<file path="config.mk">
export PLATFORM = sky130hd
export DESIGN_NAME = i2c_bit_engine
export DESIGN_NICKNAME = d
export VERILOG_FILES = /design/src/rtl/i2c_bit_pkg.sv /design/src/rtl/i2c_bit_sync.sv /design/src/rtl/i2c_bit_down_cnt.sv /design/src/rtl/i2c_bit_engine.sv
export SDC_FILE = /design/constraint.sdc
export NUM_CORES = 1
export LEC_CHECK = 0
export CORE_UTILIZATION = 60
export DETAILED_ROUTE_END_ITERATION = 12
export DONT_BUFFER_PORTS = 1
export PLACE_DENSITY_LB_ADDON = 0.1
export RECOVER_POWER = 25
export SETUP_SLACK_MARGIN = 0.05
export SLEW_MARGIN = 40
export SYNTH_ARGS = -nofsm -noshare
export SYNTH_HDL_FRONTEND = slang
export SYNTH_HIERARCHICAL = 1
export SYNTH_SLANG_ARGS = --single-unit
</file>
<file path="constraint.sdc">
create_clock -name clk_i -period 5 [get_ports clk_i]
set_clock_uncertainty 0.1 [all_clocks]
set_input_delay 0.75 -clock clk_i [delete_from_list [all_inputs] [get_ports clk_i]]
set_output_delay 0.75 -clock clk_i [all_outputs]
set_load 0.05 [all_outputs]
</file>
<file path="src/rtl/i2c_bit_pkg.sv">
package i2c_bit_pkg;

  typedef enum logic [2:0] {
    CMD_NONE    = 3'd0,
    CMD_START   = 3'd1,
    CMD_RESTART = 3'd2,
    CMD_STOP    = 3'd3,
    CMD_WRITE   = 3'd4,
    CMD_READ    = 3'd5,
    CMD_ACKNAK  = 3'd6,
    CMD_RSVD    = 3'd7
  } cmd_e;

  // micro-operations: line effect plus the delay that follows it
  typedef enum logic [3:0] {
    OP_SDA_LO_H,   // pull SDA, ceil half
    OP_SDA_HI_H,   // release SDA, ceil half
    OP_SDA_BIT_H,  // data bit on SDA, ceil half
    OP_SDA_ACK_H,  // ack select on SDA, ceil half
    OP_SDA_LO_F,   // pull SDA, full period
    OP_SDA_HI_F,   // release SDA, full period
    OP_SCL_LO_H,   // pull SCL, floor half
    OP_SCL_LO_T,   // pull SCL, full or floor half on last read bit
    OP_SCL_HI,     // release SCL, wait for rise, full period
    OP_END
  } op_e;

  typedef enum logic [2:0] {
    PH_IDLE,
    PH_EXEC,
    PH_DELAY,
    PH_STRETCH,
    PH_LAST
  } phase_e;

  localparam logic [2:0] WR_LOOP_END  = 3'd2;
  localparam logic [2:0] WR_ACK_STEP  = 3'd4;
  localparam logic [2:0] RD_LOOP_HEAD = 3'd1;
  localparam logic [2:0] RD_LOOP_END  = 3'd2;

  function automatic op_e seq_op(cmd_e c, logic [2:0] s);
    op_e o;
    o = OP_END;
    unique case (c)
      CMD_START: case (s)
        3'd0: o = OP_SDA_LO_F;
        3'd1: o = OP_SCL_LO_H;
        default: o = OP_END;
      endcase
      CMD_RESTART: case (s)
        3'd0: o = OP_SDA_HI_H;
        3'd1: o = OP_SCL_HI;
        3'd2: o = OP_SDA_LO_F;
        3'd3: o = OP_SCL_LO_H;
        default: o = OP_END;
      endcase
      CMD_STOP: case (s)
        3'd0: o = OP_SDA_LO_H;
        3'd1: o = OP_SCL_HI;
        3'd2: o = OP_SDA_HI_F;
        default: o = OP_END;
      endcase
      CMD_WRITE: case (s)
        3'd0: o = OP_SDA_BIT_H;
        3'd1: o = OP_SCL_HI;
        3'd2: o = OP_SCL_LO_H;
        3'd3: o = OP_SDA_HI_H;
        3'd4: o = OP_SCL_HI;
        3'd5: o = OP_SCL_LO_H;
        default: o = OP_END;
      endcase
      CMD_READ: case (s)
        3'd0: o = OP_SDA_HI_H;
        3'd1: o = OP_SCL_HI;
        3'd2: o = OP_SCL_LO_T;
        default: o = OP_END;
      endcase
      CMD_ACKNAK: case (s)
        3'd0: o = OP_SDA_ACK_H;
        3'd1: o = OP_SCL_HI;
        3'd2: o = OP_SCL_LO_H;
        default: o = OP_END;
      endcase
      default: o = OP_END;
    endcase
    return o;
  endfunction

endpackage

</file>
<file path="src/rtl/i2c_bit_sync.sv">
module i2c_bit_sync #(
  parameter int W      = 2,
  parameter int STAGES = 2
) (
  input  logic         clk_i,
  input  logic         rst_ni,
  input  logic [W-1:0] d_i,
  output logic [W-1:0] q_o
);
  for (genvar g = 0; g < W; g++) begin : g_bit
    logic [STAGES-1:0] chain_q;
    always_ff @(posedge clk_i or negedge rst_ni) begin
      if (!rst_ni) chain_q <= '1;
      else         chain_q <= {chain_q[STAGES-2:0], d_i[g]};
    end
    assign q_o[g] = chain_q[STAGES-1];
  end
endmodule

</file>
<file path="src/rtl/i2c_bit_down_cnt.sv">
module i2c_bit_down_cnt #(
  parameter int W = 8
) (
  input  logic         clk_i,
  input  logic         rst_ni,
  input  logic         load_i,
  input  logic [W-1:0] val_i,
  input  logic         dec_i,
  output logic         zero_o
);
  logic [W-1:0] cnt_q;
  always_ff @(posedge clk_i or negedge rst_ni) begin
    if (!rst_ni)                     cnt_q <= '0;
    else if (load_i)                 cnt_q <= val_i;
    else if (dec_i && cnt_q != '0)   cnt_q <= cnt_q - 1'b1;
  end
  assign zero_o = (cnt_q == '0);
endmodule

</file>
<file path="src/rtl/i2c_bit_engine.sv">
module i2c_bit_engine
  import i2c_bit_pkg::*;
#(
  parameter int DLY_W       = 8,
  parameter int TMO_W       = 16,
  parameter int SYNC_STAGES = 2
) (
  input  logic             clk_i,
  input  logic             rst_ni,
  input  logic             cmd_valid_i,
  input  logic [2:0]       cmd_i,
  input  logic [7:0]       wdata_i,
  input  logic             ack_sel_i,
  input  logic [DLY_W-1:0] period_i,
  input  logic [TMO_W-1:0] timeout_i,
  input  logic             no_sense_i,
  input  logic             scl_i,
  input  logic             sda_i,
  output logic             scl_oe_o,
  output logic             sda_oe_o,
  output logic             busy_o,
  output logic             done_o,
  output logic [7:0]       rdata_o,
  output logic             ack_o,
  output logic             err_o
);

  phase_e     phase_q;
  cmd_e       cmd_q;
  logic [2:0] step_q, bit_q;
  logic [7:0] wdata_q, rdata_q;
  logic       ack_sel_q, scl_oe_q, sda_oe_q, done_q, err_q, ack_q;
  logic       scl_s, sda_s;
  op_e        op;

  i2c_bit_sync #(.W(2), .STAGES(SYNC_STAGES)) i_sync (
    .clk_i, .rst_ni, .d_i({scl_i, sda_i}), .q_o({scl_s, sda_s})
  );

  logic [DLY_W:0]   per_inc;
  logic [DLY_W-1:0] half_up, half_dn, dly_val;
  assign per_inc = {1'b0, period_i} + 1'b1;
  assign half_up = per_inc[DLY_W:1];
  assign half_dn = period_i >> 1;

  assign op = seq_op(cmd_q, step_q);

  always_comb begin
    unique case (op)
      OP_SDA_LO_H, OP_SDA_HI_H, OP_SDA_BIT_H, OP_SDA_ACK_H: dly_val = half_up;
      OP_SDA_LO_F, OP_SDA_HI_F, OP_SCL_HI:                  dly_val = period_i;
      OP_SCL_LO_H:                                          dly_val = half_dn;
      OP_SCL_LO_T: dly_val = (bit_q == 3'd0) ? half_dn : period_i;
      default:     dly_val = '0;
    endcase
  end

  logic cmd_ok, start_fail, dly_load, dly_zero, tmo_load, tmo_dec, tmo_zero;
  assign cmd_ok     = cmd_valid_i && (cmd_i != CMD_NONE) && (cmd_i != CMD_RSVD);
  assign start_fail = (phase_q == PH_EXEC) && (cmd_q == CMD_START) &&
                      (step_q == 3'd0) && !(scl_s && sda_s);
  assign dly_load   = ((phase_q == PH_EXEC) && !start_fail && (op != OP_END) &&
                       !((op == OP_SCL_HI) && !no_sense_i)) ||
                      (((phase_q == PH_STRETCH) || (phase_q == PH_LAST)) && scl_s);
  assign tmo_load   = (phase_q == PH_EXEC) && (op == OP_SCL_HI);
  assign tmo_dec    = (phase_q == PH_STRETCH) && !scl_s;

  i2c_bit_down_cnt #(.W(DLY_W)) i_dly (
    .clk_i, .rst_ni, .load_i(dly_load), .val_i(dly_val),
    .dec_i(phase_q == PH_DELAY), .zero_o(dly_zero)
  );

  i2c_bit_down_cnt #(.W(TMO_W)) i_tmo (
    .clk_i, .rst_ni, .load_i(tmo_load), .val_i(timeout_i),
    .dec_i(tmo_dec), .zero_o(tmo_zero)
  );

  always_ff @(posedge clk_i or negedge rst_ni) begin
    if (!rst_ni) begin
      phase_q   <= PH_IDLE;
      cmd_q     <= CMD_NONE;
      step_q    <= '0;
      bit_q     <= '0;
      wdata_q   <= '0;
      ack_sel_q <= 1'b0;
      scl_oe_q  <= 1'b0;
      sda_oe_q  <= 1'b0;
      done_q    <= 1'b0;
      err_q     <= 1'b0;
      rdata_q   <= '0;
      ack_q     <= 1'b0;
    end else begin
      done_q <= 1'b0;
      unique case (phase_q)
        PH_IDLE: if (cmd_ok) begin
          cmd_q     <= cmd_e'(cmd_i);
          wdata_q   <= wdata_i;
          ack_sel_q <= ack_sel_i;
          step_q    <= '0;
          bit_q     <= 3'd7;
          err_q     <= 1'b0;
          phase_q   <= PH_EXEC;
        end
        PH_EXEC: begin
          if (start_fail) begin
            err_q   <= 1'b1;
            done_q  <= 1'b1;
            phase_q <= PH_IDLE;
          end else begin
            phase_q <= PH_DELAY;
            unique case (op)
              OP_END: begin
                done_q  <= 1'b1;
                phase_q <= PH_IDLE;
              end
              OP_SCL_HI: begin
                scl_oe_q <= 1'b0;
                if (!no_sense_i) phase_q <= PH_STRETCH;
              end
              OP_SDA_LO_H, OP_SDA_LO_F: sda_oe_q <= 1'b1;
              OP_SDA_HI_H, OP_SDA_HI_F: sda_oe_q <= 1'b0;
              OP_SDA_BIT_H:             sda_oe_q <= ~wdata_q[bit_q];
              OP_SDA_ACK_H:             sda_oe_q <= ack_sel_q;
              OP_SCL_LO_H, OP_SCL_LO_T: scl_oe_q <= 1'b1;
              default: ;
            endcase
          end
        end
        PH_DELAY: if (dly_zero) begin
          if (op == OP_SCL_HI) begin
            if (cmd_q == CMD_READ) rdata_q <= {rdata_q[6:0], sda_s};
            if (cmd_q == CMD_WRITE && step_q == WR_ACK_STEP) ack_q <= ~sda_s;
          end
          if (cmd_q == CMD_WRITE && step_q == WR_LOOP_END && bit_q != 3'd0) begin
            step_q <= '0;
            bit_q  <= bit_q - 1'b1;
          end else if (cmd_q == CMD_READ && step_q == RD_LOOP_END && bit_q != 3'd0) begin
            step_q <= RD_LOOP_HEAD;
            bit_q  <= bit_q - 1'b1;
          end else begin
            step_q <= step_q + 1'b1;
          end
          phase_q <= PH_EXEC;
        end
        PH_STRETCH: begin
          if (scl_s)         phase_q <= PH_DELAY;
          else if (tmo_zero) phase_q <= PH_LAST;
        end
        PH_LAST: begin
          if (scl_s) phase_q <= PH_DELAY;
          else begin
            scl_oe_q <= 1'b1;
            err_q    <= 1'b1;
            done_q   <= 1'b1;
            phase_q  <= PH_IDLE;
          end
        end
        default: phase_q <= PH_IDLE;
      endcase
    end
  end

  assign scl_oe_o = scl_oe_q;
  assign sda_oe_o = sda_oe_q;
  assign busy_o   = (phase_q != PH_IDLE);
  assign done_o   = done_q;
  assign rdata_o  = rdata_q;
  assign ack_o    = ack_q;
  assign err_o    = err_q;

  a_r10_released_while_waiting: assert property (@(posedge clk_i) disable iff (!rst_ni)
    (phase_q == PH_STRETCH || phase_q == PH_LAST) |-> !scl_oe_q);

  a_r11_abort_drives_scl: assert property (@(posedge clk_i) disable iff (!rst_ni)
    (phase_q == PH_LAST && !scl_s) |=> (scl_oe_q && err_q && done_q));

  a_r5_sda_stable_scl_high: assert property (@(posedge clk_i) disable iff (!rst_ni)
    (phase_q != PH_IDLE && $past(phase_q != PH_IDLE) &&
     (cmd_q == CMD_WRITE || cmd_q == CMD_READ || cmd_q == CMD_ACKNAK) &&
     !scl_oe_q && $past(!scl_oe_q)) |-> $stable(sda_oe_q));

  a_r13_done_from_active: assert property (@(posedge clk_i) disable iff (!rst_ni)
    done_q |-> $past(phase_q == PH_EXEC || phase_q == PH_LAST));

  a_r2_busy_start_no_drive: assert property (@(posedge clk_i) disable iff (!rst_ni)
    start_fail |=> ($stable(sda_oe_q) && $stable(scl_oe_q) && err_q && !busy_o));

  a_r9_no_sense_skips_wait: assert property (@(posedge clk_i) disable iff (!rst_ni)
    (phase_q == PH_EXEC && op == OP_SCL_HI && no_sense_i) |=> (phase_q == PH_DELAY));

endmodule

</file>
==> impl_metrics.toml <==
[finish]
multi_input_area_mm2 = 0.00256
drive_above_1_share_pct = 11.9
design_area_mm2 = 0.00452
fill_cells = 573
diodes = 0
num-nets-final = 512
fin_util_pct = 65.9
area_growth_pct = 4.54
seq_area_mm2 = 0.00156

[worst_setup_path]
cp.arrival_ns = 3.66
critical_path.cell_chain = "inv_1 -> ha_1 -> or4_1 -> a21oi_1 -> o32ai_4 -> nand3_1 -> a21oi_1 -> o21ai_0 -> buf_4 -> clkinv_1 -> o311a_1 -> a221o_1"
crit-reg2reg-launch = "step_q[1]"
crit_type = "reg -> reg"
r2r_slack_ns = 1.48
regToRegEndpoint = "i_dly/cnt_q[7]"
cp_slowest_stage_delay_ns = 0.53
crit_slowest_cell = "dfrtp_1"
required_ns = 5.14
r2r_cells = 12
cp-end-kind = "register"
path_common_cell = "a21oi_1"
worstSetupStartpointType = "register"
crit_fanout = 16

[routing]
viasPerCell = 6.74
firstDrtPassIters = 5
wl_um = 10000
wl_per_cell_um = 17.9
detail_route.iter0.violations = 290
dr_total_vias = 3773
drtAntennaViolNets = 0
drc = 0

[timing]
hold_viol = 0
postLayoutSetupSlackWorst_ns = 1.48
period_share_pct = 70.4
fin_tns_setup_ns = 0
tightest_slew_ns = 3.08
drv_slew = 59
setup_viol = 0
finalCriticalPeriod_ns = 3.52
rsz0062_at_grt = "false"
hold_ws_ns = 0.150
slew_headroom_pct = -105
fmax_mhz = 284

[synthesis]
synthFlopType = "dfrtp_1"
synth_edf_count = 0
synthArstFlopShare_pct = 100
synth_area_leader_cell = "dfrtp_1"
syn_nets = 528
synth_cell_types = 83
synth_area_leaders = "dfrtp_1, nor2_1, ha_1"
synth.cell_area_mm2 = 0.00433
ys_ff_latch = 62
syn_avg_cell_area_um2 = 9.11
synth.top_cells.by_count = "dfrtp_1, nor2_1, nand2_1"
yosysWarnings = 6
synth.most_common_cell = "dfrtp_1"
seq_area_frac_synth_pct = 36.0
postSynthCellCount = 475
synth.top_cell.area_share_pct = 33.5

[clocking]
cts_buffers = 9
tritoncts = "built"
root_buffer = "clkbuf_8"
clockBufferDepth = 2
clk_pin_slew_ns = 0.08
postCtsSetupBuffers = 0
clkLatencyLatePin_ns = 0.35
ctsResizeCount = 0
htreeDepth = 3
cts.sinks = 62

[placed_design]
placedInstanceArea_mm2 = 0.00433
place_hpwl_um = 6970
io_buffers = 0
place_ws_ns = 1.52
place_congestion = 0.944

[floorplanning]
die_w_um = 86.9
die_area_mm2 = 0.00756
die_y_um = 86.9
io_pins = 56
core_mm2 = 0.00687
start_util_pct = 63.0
fp-row-count = 30

[job]
drv_cap = 1

[grt]
antenna_found_initial = 0
gr-usage-all-layers_pct = 28.2
grt_max_degree = 59
grt_pass1_wl_um = 16300
grt_pass1_vias = 3373
grt_overflow = 0

[power]
ir_worst_vdd_mv = 0.281
p_leak_nw = 1.75
p_per_area_mw_per_mm2 = 614

[worst_hold_path]
hold_path.class = "in -> async"

[status]
violations = "max-capacitance violations, max-slew violations"
status = "complete, but fails checks"
==> per-stage QoR <==
stage | cells | total power [mW]
after floorplan | 475 | 2.06
after global placement | 543 | 2.26
after CTS | 560 | 2.76
after detailed placement | 543 | 2.31
after global routing | 560 | 2.97
final | 560 | 2.78
==> critical path, delay by kind of cell, from the launching register on <==
kind,cells,cell delay [ns]
adder cells (fa/ha/maj),1,0.27
buffers and inverters,3,0.62
AND/OR/NAND/NOR,2,0.73
AO/OA/AOI/OAI,6,1.16
flip-flops,1,0.53
==> cell type report <==
class                      instances  area share [%]
multi-input combinational        364            56.7
sequential                        62            34.4
clock buffer                      10            2.82
tap                               96            2.65
inverter                          18            1.49
clock inverter                     6            1.38
timing repair buffer               4           0.581
==> layout by cell type (no fill, tap or decap), drive strengths merged, types with 7 or more instances in the layout <==
cell and instances:
nor2b 9, nor3 17, nor3b 7, dfrtp 58
ha 11, a21oi 22, a221o 8, clkbuf 11
nor2 41, inv 17, mux2 21, o21ai 29
nand2b 8, a31oi 18, nand3 15, or4 10
nand4 12, mux2i 7, and2 7, nand2 31
==> where the power goes <==
part           internal [mW]  switching, mW
sequential             0.683          0.321
clock                  0.228          0.212
combinational          0.571          0.761
==> timing repair <==
item | 4_1_cts | 5_1_grt
hold endpoints to repair | 58 | 0
setup endpoints to repair | 0 | 0
hold buffers | 1 | 0
==> state kept, by name, summed over array words and instances, names as in the netlist, 3 cells and up <==
register              count
i_sync/g_bit.chain_q      4
i_dly/cnt_q               8
cmd_q                     3
i_tmo/cnt_q              16
wdata_q                   8
rdata_o                   8
bit_q                     3
step_q                    3
phase_q                   3
==> cell families (layout without fill, tap and decap cells) <==
group           Yosys count  after routing  share of synthesized area [%]
fa+ha+maj                11             11                           3.18
compound gates          128            128                           21.4
mux                      30             30                           8.82
simple gates            193            193                           25.2
buf+inv                  49             38                           5.03
xor+xnor                  2              2                          0.405
flops                    62             62                           36.0
==> layer usage <==
metal | global-route usage, % | share of wire, % | vias to the layer above
met2 | 44.0 | 46 | 135
met1 | 39.1 | 46 | 1855
li1 | - | - | 1769
met4 | 10.8 | 1.6 | 0
met5 | 0 | 0 | -
met3 | 5.12 | 5.8 | 14
==> worst max-delay path by stage <==
stage,cells past startpoint,slack (ns),from,to
2_1_floorplan,12,1.72,step_q[1],i_dly/cnt_q[7]
3_3_place_gp,12,1.60,step_q[1],i_dly/cnt_q[7]
3_5_place_dp,12,1.52,step_q[1],i_dly/cnt_q[7]
4_1_cts,12,1.52,step_q[1],i_dly/cnt_q[7]
5_1_grt,1,1.04,rst_ni,i_tmo/cnt_q[1]
6_report,12,1.48,step_q[1],i_dly/cnt_q[7]
Power figures use the tool's default switching activity.
